--- src/rtl/cipher_ctl_pkg.sv ---
package cipher_ctl_pkg;

  typedef enum logic [1:0] {
    CMD_ENC = 2'b00,
    CMD_DEC = 2'b01,
    CMD_KEY = 2'b10,
    CMD_IV  = 2'b11
  } cipher_cmd_e;

  typedef enum logic [2:0] {
    SEQ_IDLE,
    SEQ_COLLECT,
    SEQ_RUN,
    SEQ_WAIT,
    SEQ_DRAIN
  } seq_state_e;

  localparam logic [1:0] ADDR_CTRL = 2'd0;
  localparam logic [1:0] ADDR_DIN  = 2'd1;
  localparam logic [1:0] ADDR_DOUT = 2'd2;

endpackage

--- src/rtl/cipher_ctl_regs.sv ---
module cipher_ctl_regs (
  input  logic       clk,
  input  logic       rst_n,
  input  logic       lp_exit,
  input  logic       wr_ctrl,
  input  logic [2:0] wmode,
  input  logic [1:0] wcmd,
  input  logic       wstart,
  input  logic       idle,
  output logic [2:0] mode,
  output logic [1:0] cmd,
  output logic       start_acc,
  output logic       st_flag
);

  logic accept;

  // Control writes are only taken while idle, so the engine sees steady fields.
  assign accept    = wr_ctrl && idle;
  assign start_acc = accept && wstart;

  always_ff @(posedge clk or negedge rst_n) begin
    if (!rst_n) begin
      mode    <= '0;
      cmd     <= '0;
      st_flag <= 1'b0;
    end else if (lp_exit) begin
      mode    <= '0;
      cmd     <= '0;
      st_flag <= 1'b0;
    end else begin
      if (accept) begin
        mode <= wmode;
        cmd  <= wcmd;
      end
      st_flag <= start_acc;
    end
  end

endmodule

--- src/rtl/cipher_byte_shift.sv ---
module cipher_byte_shift #(
  parameter  int DATA_W = 8,
  parameter  int BYTES  = 16,
  localparam int BLK_W  = DATA_W * BYTES
) (
  input  logic              clk,
  input  logic              rst_n,
  input  logic              clr,
  input  logic              shift_en,
  input  logic [DATA_W-1:0] din,
  output logic [BLK_W-1:0]  q
);

  // Lane 0 takes the new byte, each higher lane takes its lower neighbour,
  // so the earliest byte ends up in the top lane.
  for (genvar g = 0; g < BYTES; g++) begin : g_lane
    logic [DATA_W-1:0] lane_d;
    if (g == 0) begin : g_first
      assign lane_d = din;
    end else begin : g_rest
      assign lane_d = q[(g-1)*DATA_W +: DATA_W];
    end

    always_ff @(posedge clk or negedge rst_n) begin
      if (!rst_n) begin
        q[g*DATA_W +: DATA_W] <= '0;
      end else if (clr) begin
        q[g*DATA_W +: DATA_W] <= '0;
      end else if (shift_en) begin
        q[g*DATA_W +: DATA_W] <= lane_d;
      end
    end
  end

endmodule

--- src/rtl/cipher_ctl_seq.sv ---
module cipher_ctl_seq
  import cipher_ctl_pkg::*;
#(
  parameter  int BYTES = 16,
  localparam int CNT_W = $clog2(BYTES)
) (
  input  logic             clk,
  input  logic             rst_n,
  input  logic             lp_exit,
  input  logic             start_acc,
  input  logic [1:0]       cmd,
  input  logic             in_wr,
  input  logic             out_rd,
  input  logic             eng_done,
  output logic             idle,
  output logic             collecting,
  output logic             draining,
  output logic             eng_start,
  output logic             take_in,
  output logic             take_out,
  output logic             load_out,
  output logic [CNT_W-1:0] cnt
);

  seq_state_e       state_q, state_d;
  logic [CNT_W-1:0] cnt_d;
  logic             last, data_cmd;

  assign last     = (cnt == CNT_W'(BYTES - 1));
  assign data_cmd = (cmd == CMD_ENC) || (cmd == CMD_DEC);

  assign idle       = (state_q == SEQ_IDLE);
  assign collecting = (state_q == SEQ_COLLECT);
  assign draining   = (state_q == SEQ_DRAIN);
  assign eng_start  = (state_q == SEQ_RUN);
  assign take_in    = collecting && in_wr;
  assign take_out   = draining && out_rd;
  assign load_out   = (state_q == SEQ_WAIT) && eng_done && data_cmd;

  always_comb begin
    state_d = state_q;
    cnt_d   = cnt;
    unique case (state_q)
      SEQ_IDLE: begin
        if (start_acc) begin
          state_d = SEQ_COLLECT;
          cnt_d   = '0;
        end
      end
      SEQ_COLLECT: begin
        if (in_wr) begin
          cnt_d = cnt + CNT_W'(1);
          if (last) begin
            state_d = SEQ_RUN;
            cnt_d   = '0;
          end
        end
      end
      SEQ_RUN: state_d = SEQ_WAIT;
      SEQ_WAIT: begin
        if (eng_done) begin
          state_d = data_cmd ? SEQ_DRAIN : SEQ_IDLE;
          cnt_d   = '0;
        end
      end
      SEQ_DRAIN: begin
        if (out_rd) begin
          cnt_d = cnt + CNT_W'(1);
          if (last) begin
            state_d = SEQ_IDLE;
            cnt_d   = '0;
          end
        end
      end
      default: begin
        state_d = SEQ_IDLE;
        cnt_d   = '0;
      end
    endcase
  end

  always_ff @(posedge clk or negedge rst_n) begin
    if (!rst_n) begin
      state_q <= SEQ_IDLE;
      cnt     <= '0;
    end else if (lp_exit) begin
      state_q <= SEQ_IDLE;
      cnt     <= '0;
    end else begin
      state_q <= state_d;
      cnt     <= cnt_d;
    end
  end

endmodule

--- src/rtl/cipher_ctl_front.sv ---
module cipher_ctl_front
  import cipher_ctl_pkg::*;
#(
  parameter  int BYTES  = 16,
  localparam int DATA_W = 8,
  localparam int BLK_W  = DATA_W * BYTES,
  localparam int CNT_W  = $clog2(BYTES)
) (
  input  logic              clk,
  input  logic              rst_n,
  input  logic              lp_exit,
  input  logic              bus_wr,
  input  logic              bus_rd,
  input  logic [1:0]        bus_addr,
  input  logic [DATA_W-1:0] bus_wdata,
  output logic [DATA_W-1:0] bus_rdata,
  output logic              dma_in_req,
  output logic              dma_out_req,
  output logic              eng_start,
  output logic [1:0]        eng_cmd,
  output logic [2:0]        eng_mode,
  output logic [BLK_W-1:0]  eng_din,
  input  logic              eng_done,
  input  logic [BLK_W-1:0]  eng_dout
);

  logic              wr_ctrl, in_wr, out_rd;
  logic [2:0]        mode;
  logic [1:0]        cmd;
  logic              start_acc, st_flag;
  logic              ready, collecting, draining;
  logic              take_in, take_out, load_out;
  logic [CNT_W-1:0]  cnt;
  logic [DATA_W-1:0] din_q, out_byte;
  logic [BLK_W-1:0]  out_blk;

  assign wr_ctrl = bus_wr && (bus_addr == ADDR_CTRL);
  assign in_wr   = bus_wr && (bus_addr == ADDR_DIN);
  assign out_rd  = bus_rd && (bus_addr == ADDR_DOUT);

  cipher_ctl_regs u_regs (
    .clk       (clk),
    .rst_n     (rst_n),
    .lp_exit   (lp_exit),
    .wr_ctrl   (wr_ctrl),
    .wmode     (bus_wdata[6:4]),
    .wcmd      (bus_wdata[2:1]),
    .wstart    (bus_wdata[0]),
    .idle      (ready),
    .mode      (mode),
    .cmd       (cmd),
    .start_acc (start_acc),
    .st_flag   (st_flag)
  );

  cipher_ctl_seq #(.BYTES(BYTES)) u_seq (
    .clk        (clk),
    .rst_n      (rst_n),
    .lp_exit    (lp_exit),
    .start_acc  (start_acc),
    .cmd        (cmd),
    .in_wr      (in_wr),
    .out_rd     (out_rd),
    .eng_done   (eng_done),
    .idle       (ready),
    .collecting (collecting),
    .draining   (draining),
    .eng_start  (eng_start),
    .take_in    (take_in),
    .take_out   (take_out),
    .load_out   (load_out),
    .cnt        (cnt)
  );

  cipher_byte_shift #(.DATA_W(DATA_W), .BYTES(BYTES)) u_in_blk (
    .clk      (clk),
    .rst_n    (rst_n),
    .clr      (lp_exit),
    .shift_en (take_in),
    .din      (bus_wdata),
    .q        (eng_din)
  );

  // Last accepted input byte, readable back at the input address.
  always_ff @(posedge clk or negedge rst_n) begin
    if (!rst_n)        din_q <= '0;
    else if (lp_exit)  din_q <= '0;
    else if (take_in)  din_q <= bus_wdata;
  end

  // Result block, held while the bytes are streamed out by pointer.
  always_ff @(posedge clk or negedge rst_n) begin
    if (!rst_n)        out_blk <= '0;
    else if (lp_exit)  out_blk <= '0;
    else if (load_out) out_blk <= eng_dout;
  end

  always_comb begin
    out_byte = '0;
    for (int i = 0; i < BYTES; i++) begin
      if (cnt == CNT_W'(BYTES - 1 - i)) out_byte = out_blk[i*DATA_W +: DATA_W];
    end
  end

  always_comb begin
    unique case (bus_addr)
      ADDR_CTRL: bus_rdata = {1'b0, mode, ready, cmd, st_flag};
      ADDR_DIN:  bus_rdata = din_q;
      ADDR_DOUT: bus_rdata = draining ? out_byte : '0;
      default:   bus_rdata = '0;
    endcase
  end

  assign dma_in_req  = collecting;
  assign dma_out_req = draining;
  assign eng_cmd     = cmd;
  assign eng_mode    = mode;

  // take_out only advances the pointer inside the sequencer.
  logic unused_ok;
  assign unused_ok = take_out;

endmodule

--- config.mk ---
export PLATFORM = sky130hd
export DESIGN_NAME = cipher_ctl_front
export DESIGN_NICKNAME = d
export VERILOG_FILES = /design/src/rtl/cipher_ctl_pkg.sv /design/src/rtl/cipher_ctl_regs.sv /design/src/rtl/cipher_byte_shift.sv /design/src/rtl/cipher_ctl_seq.sv /design/src/rtl/cipher_ctl_front.sv
export SDC_FILE = /design/constraint.sdc
export NUM_CORES = 1
export LEC_CHECK = 0
export BUFFER_PORTS_ARGS = -buffer_cell sky130_fd_sc_hd__buf_4
export CAP_MARGIN = 20
export CORE_MARGIN = 1
export CORE_UTILIZATION = 55
export DETAILED_ROUTE_END_ITERATION = 10
export PLACE_DENSITY = 0.88
export SYNTH_ARGS = -nofsm -noshare
export SYNTH_HDL_FRONTEND = slang
export SYNTH_HIERARCHICAL = 1
export SYNTH_SLANG_ARGS = --single-unit
--- constraint.sdc ---
create_clock -name clk -period 2.3 [get_ports clk]
set_input_delay 0.115 -clock clk [delete_from_list [all_inputs] [get_ports clk]]
set_output_delay 0.115 -clock clk [all_outputs]
set_load 0.01 [all_outputs]
==> results of run 1 <==
area by class of cell:
| type | count | area, µm² | area share [%] |
|---|---|---|---|
| sequential | 277 | 6940 | 36.8 |
| multi-input combinational | 811 | 5960 | 31.6 |
| timing repair buffer | 499 | 4410 | 23.4 |
| clock buffer | 37 | 826 | 4.38 |
| tap | 319 | 399 | 2.12 |
| clock inverter | 17 | 292 | 1.55 |
| inverter | 7 | 26.3 | 0.139 |
| antenna | 2 | 5.00 | 0.0265 |
flip-flops by register name, summed over array words and instances (netlist names):
signal / cells
out_blk: 128
u_in_blk/g_lane.lane_d: 120
din_q: 8
u_in_blk/q: 8
u_seq/cnt: 4
u_regs/mode: 3
u_seq/state_q: 3
u_regs/cmd: 2
u_regs/st_flag: 1
timing repair:
action	4_1_cts	5_1_grt
resized for setup	68	25
cloned	1	1
setup buffers	14	7
endpoints found under the setup margin	8	8
hold buffers	139	0
hold endpoints to repair	222	0
pin swaps	21	13
power breakdown:
part,internal [W],switching [W]
combinational,0.00144,0.00156
sequential,0.00504,0.000200
clock,0.00335,0.00210
cell usage in the layout, fill, tap and decap left out, types with 5 or more instances in the layout:
master,count
mux2_1,5
o21ai_1,11
dfrtp_1,271
nor3_1,6
clkinv_2,5
nand3b_1,5
nor2b_1,10
nand2b_1,8
nand3_1,12
dfrtp_2,6
mux2i_1,277
and3_1,6
a211oi_2,5
and4b_1,5
mux2_2,5
o22ai_1,10
nand2_1,11
buf_4,326
nor2_1,285
bufinv_16,7
dlygate4sd3_1,139
buf_6,12
o21ai_0,14
o221ai_1,5
clkbuf_8,8
a21oi_1,27
clkbuf_16,30
a21o_1,6
a31oi_1,6
buf_12,17
worst register-to-register path: stages (launching register included):
cell	delay, ps
dfrtp_1	360
buf_4	200
nor3b_1	260
and2_4	370
buf_12	330
mux2i_1	350
nor2_1	90
worst max path at each step:
stage | slack (ps) | start | cells past startpoint | end
finish | -380 | u_seq/cnt[0] | 7 | bus_rdata[4]
CTS | -300 | u_seq/cnt[1] | 8 | bus_rdata[6]
global route | -450 | u_seq/cnt[0] | 7 | bus_rdata[4]
detailed placement | -80 | u_seq/cnt[2] | 6 | bus_rdata[4]
floorplan | 300 | u_seq/state_q[0] | 7 | din_q[0]
global placement | -70 | u_seq/cnt[2] | 6 | bus_rdata[4]
metal layers:
metal / GRT usage, % / vias up / part of all wire [%]
met1: 43.7 / 5726 / 37
met2: 61.7 / 654 / 51
met4: 17.6 / 0 / 4.8
met5: 0 / - / 0
li1: - / 5029 / -
met3: 6.03 / 166 / 7.3
metrics by stage:
stage          hold WS (ps)  total power (W)  cells  setup TNS, ps  worst slack (ps)
5_1_grt                 198           0.0141   1969          -2800              -447
3_5_place_dp            164          0.00752   1755           -102             -82.6
2_1_floorplan          -181          0.00676   1183              0               299
4_1_cts                 150           0.0134   1962          -1810              -304
3_3_place_gp            154          0.00749   1755           -133             -71.6
6_report                123           0.0137   1969          -2440              -382
==> results.md, run 1 <==
* Post-Route Skew at 14.1 ps
* Post-Syn Area at 13200 µm²
* Filler Cell Count at 1339
* F_max at 373 MHz
* Worst hold path class: in2async
* Via count at 11600
* RSZ-0062 raised after global routing: yes
* DR iter-0 viols at 1040
* Outcome: finished, violations left
* Vias in the first global route at 11900
* Critical Path, Cell by Cell: buf_6 > buf_6 > a2111oi_4 > a311oi_2 > o41ai_4 > o21ai_1 > buf_4
* Final GP Congestion at 0.992
* Port Buffers at 287
* Initial antenna violation count at 2
* Critical path class: reg2out
* Worst path slowest cell: dfrtp_2
* Die W at 157 µm
* Die area at 24600 µm²
* Vias per cell at 5.88
* Remaining Overflow, GRT at 0
* Pwr Density at 726 nW/µm²
* Initial Utilization at 56.1%
* Residual DRC count at 0
* Worst-case clock buffer depth at 3
* Worst-margin pin slew at 698 ps
* Worst-skew pair later-pin latency at 570 ps
* CP top delay family: compound AO/OA/AOI/OAI gates
* CP Buf/Inv Count at 3
* Fin worst setup slack at -382 ps
* Final hold viol count at 0
* Most used cell, CP: buf_6
* Crit. End Element: output port
* Area growth syn-to-layout at 42.8%
* Final Util at 80.1%
* Fin crit period at 2680 ps
* Std-Cell Rows at 56
* Max-cap violation count at 0
* CTS H-tree depth at 1
* Yosys warns at 6
* Largest net degree at the start of global routing at 163
* Drt pass-1 iters at 6
* Dpl cell area at 15700 µm²
* Share of cells above drive strength 1 at 29.7%
* Reg clk slew, reported paths at 60 ps
* Final-report setup violation count at 8
* CP Launch Type: flip-flop
* TritonCTS clock tree: done
* CP Max Fanout at 7
* WP data arrival at 2570 ps
* Dpl hpwl at 26400 µm
* Post-route ant nets at 0
* Die height at 157 µm
* Critical Path RT at 2180 ps
* Worst r2r path cells at 6
* Failing checks: negative setup slack
* Total GRT Usage at 35.8%
* Number of I/O pins at 288
* Slew Viols, Final at 0
* CTS root buffer: clkbuf_16
* Synthesized area per cell at 11.2 µm²
* Period utilisation layout at 117%
* Routed len/inst at 22.6 µm
* Normalized max-slew margin at 53.5%
* Clock buffer count from CTS at 29
* Leakage at 8.46 nW
* Finished Cell Area at 18900 µm²
* Worst R2R End: u_in_blk/q[123]
* R2r startpoint: u_seq/state_q[0]
* Sink Count at 277
* Synth Instances at 1183
* Mapped Nets at 1328
* First-pass GRT wire length at 67200 µm
* Routed WL at 44500 µm
* Peak supply drop at 588 µV
* Layout net count at 1770
* Core area at 23500 µm²
* Maximum cell stage delay along the critical path at 500 ps
* R2r setup slk at 200 ps
No activity file was read; power rests on OpenSTA's default activity.
==> inputs of run 2 (changes only) <==
--- a/config.mk
+++ b/config.mk
@@ -10,8 +10,7 @@
 export CORE_MARGIN = 1
-export CORE_UTILIZATION = 55
+export CORE_UTILIZATION = 54
 export DETAILED_ROUTE_END_ITERATION = 10
-export PLACE_DENSITY = 0.88
+export PLACE_DENSITY = 0.87
 export SYNTH_ARGS = -nofsm -noshare
 export SYNTH_HDL_FRONTEND = slang
-export SYNTH_HIERARCHICAL = 1
 export SYNTH_SLANG_ARGS = --single-unit
==> constraint.sdc (replaced) <==
create_clock -name clk -period 2.3 [get_ports clk]
set_input_delay 0.23 -clock clk [delete_from_list [all_inputs] [get_ports clk]]
set_output_delay 0.23 -clock clk [all_outputs]
set_load 0.01 [all_outputs]
==> run 2 against run 1 <==
The flow still finishes with violations (negative setup slack). Power fell by 25%. Largest cell class unchanged. Global-route usage is 4.6 points higher. Clock skew decreased by 4.7 ps. Worst setup slack lost 210 ps. First-iteration DRC count rose by 47%. Design area is 5.8% lower. Hold slack lost 84 ps. Register-to-register slack hardly changed.
==> results.md, run 2 <==
* R2r startpoint: u_seq.state_q[1]
* Via count at 13200
* Core area at 22100 µm²
* Synth Instances at 1442
* CTS H-tree depth at 1
* Normalized max-slew margin at 46.6%
* Worst-case clock buffer depth at 3
* Post-Syn Area at 12300 µm²
* Worst-margin pin slew at 801 ps
* Register bit total from synthesis at 269
* Period utilisation layout at 126%
* Crit. End Element: output port
* RSZ-0062 raised after global routing: yes
* Finished Cell Area at 17800 µm²
* Most common cell after layout, fill and taps aside: nand2_1
* CP Launch Type: flip-flop
* Hold EP: out_blk[77]
* Count leader, synth: nand2_1
* Die area at 23400 µm²
* Total GRT Usage at 40.4%
* First-pass GRT wire length at 73000 µm
* Share of cells above drive strength 1 at 25.2%
* Sequential area share after synthesis at 54.8%
* Largest net degree at the start of global routing at 157
* Post-route ant nets at 0
* Leakage at 7.91 nW
* Most frequent cells after synthesis: nand2_1 (545), a21oi_1 (277), dfrtp_1 (269)
* Post-synth ARST share at 100%
* Post-Route Skew at 9.44 ps
* Critical Path RT at 2070 ps
* Most frequent cells in the layout: nand2_1 (545), buf_4 (343), a21oi_1 (277)
* Drt pass-1 iters at 6
* Largest register by flop count: out_blk
* Unique masters post-synth at 58
* Peak supply drop at 549 µV
* Clock buffer count from CTS at 29
* Synthesized area per cell at 8.52 µm²
* CP Max Fanout at 7
* Xor and xnor area share after synthesis at 0.0712%
* Final-report setup violation count at 8
* Critical path class: reg2out
* Reg clk slew, reported paths at 60 ps
* Dpl cell area at 15000 µm²
* Area contributors post-synth: dfrtp_1 (55%), nand2_1 (17%), a21oi_1 (11%)
* Area leader, netlist: dfrtp_1
* Die W at 153 µm
* Failing checks: negative setup slack
* Routed len/inst at 21.9 µm
* Max-cap violation count at 0
* Yosys warns at 0
* Worst hold slack at 38.6 ps
* Final GP Congestion at 1.00
* Post-synthesis simple-gate area fraction at 20.9%
* Port Buffers at 287
* F_max at 346 MHz
* Number of flip-flops under the largest register name at 128
* Worst R2R End: u_in_blk.g_lane[14].lane_d[0]
* Initial antenna violation count at 2
* Routed WL at 47400 µm
* CTS root buffer: clkbuf_16
* Hold path depth at 3
* Die height at 153 µm
* Layout net count at 2015
* Dpl hpwl at 28100 µm
* Post-synthesis compound-gate area fraction at 18.4%
* Outcome: finished, violations left
* Post-synth EDFFs at 0
* Area growth syn-to-layout at 44.5%
* Vias in the first global route at 13000
* Remaining Overflow, GRT at 0
* Worst r2r path cells at 6
* Fin crit period at 2890 ps
* Mapped Nets at 1590
* Worst Hold Launch: eng_dout[77]
* Sink Count at 269
* Initial Utilization at 55.6%
* Pwr Density at 579 nW/µm²
* Final hold viol count at 0
* TritonCTS clock tree: done
* WP data arrival at 2660 ps
* R2r setup slk at 190 ps
* Vias per cell at 6.09
* Top cell type's share of synthesized area at 54.8%
* Std-Cell Rows at 54
* Synth Flop Type: dfrtp_1
* Mux cell area share after synthesis at 0.977%
* Slew Viols, Final at 0
* Largest family of logic cells by synthesized area: simple AND/OR/NAND/NOR gates
* Worst hold path class: in2reg
* Synth Area in Adders at 0.407%
* DR iter-0 viols at 1524
* Residual DRC count at 0
* Worst-skew pair later-pin latency at 550 ps
* Number of I/O pins at 288
* Fin worst setup slack at -591 ps
run 2: area by class of cell:
cell class / count / area, µm²
diodes: 2 / 5.00
clock buffers: 38 / 800
clock inverters: 14 / 140
fillers: 1283 / 4330
inverters: 13 / 53.8
multi-input cells: 1042 / 5250
flip-flops and latches: 269 / 6740
well taps: 280 / 350
repair buffers: 512 / 4430
run 2: kinds of logic (layout without fill, tap and decap cells):
group                      after synthesis  in the layout
AOI/OAI and AO/OA                      393            393
and+or+nand+nor                        632            632
other                                    0              2
xor gates and xnor gates                 1              1
buffers and inverters                  131            577
muxes                                   12             12
DFF                                    269            269
adders and majority gates                4              4
run 2: metal layers:
| metal | share of wire [%] | vias up | routed length (µm) | GRT usage [%] |
|---|---|---|---|---|
| met5 | 0 | - | 0 | 0 |
| met4 | 5.1 | 0 | 2440 | 18.8 |
| met3 | 10 | 217 | 4930 | 8.99 |
| met2 | 48 | 945 | 22800 | 65.3 |
| met1 | 36 | 6373 | 17300 | 52.2 |
| li1 | - | 5687 | - | - |
run 2: worst max path at each step:
stage	from	end	slack, ps	cells past startpoint
5_1_grt	u_seq.cnt[0]	bus_rdata[5]	-630	10
4_1_cts	u_seq.cnt[1]	bus_rdata[3]	-540	9
3_3_place_gp	u_seq.cnt[1]	bus_rdata[2]	-170	10
2_1_floorplan	u_seq.cnt[1]	bus_rdata[5]	70	9
3_5_place_dp	u_seq.cnt[1]	bus_rdata[0]	-160	10
6_report	u_seq.cnt[0]	bus_rdata[5]	-590	10
run 2: metrics by stage:
step           cells  utilization (%)  worst slack (ps)  total power [W]  setup TNS [ps]
3_3_place_gp    1969             68.0              -170          0.00545            -532
4_1_cts         2160             79.3              -540           0.0102           -4130
5_1_grt         2170             80.4              -633           0.0105           -4740
2_1_floorplan   1442                -              67.9          0.00505               0
3_5_place_dp    1969             68.0              -157          0.00546            -837
6_report        2170             80.4              -591           0.0103           -4370
run 2: where the power goes:
part	total [W]	leakage [nW]	internal, W	switching (W)
clock	0.00465	0.461	0.00267	0.00197
sequential	0.00475	3.75	0.00474	0.00000987
combinational	0.000894	3.70	0.000451	0.000443
run 2: timing repair:
| item | in CTS | in global routing |
|---|---|---|
| pin swaps | 14 | 20 |
| setup endpoints to repair | 8 | 8 |
| hold buffers | 136 | 0 |
| gates resized for setup | 48 | 39 |
| gates cloned | 1 | 1 |
| hold endpoints to repair | 209 | 0 |
| buffers inserted | 2 | 7 |
run 2: critical path: stages (launching register included):
cell and delay [ps]:
dfrtp_2 450, inv_4 90, ha_4 160, buf_8 140, nor2b_4 50, buf_4 140
a221o_1 300, o211ai_1 200, a211oi_2 130, a211o_1 300, buf_6 130
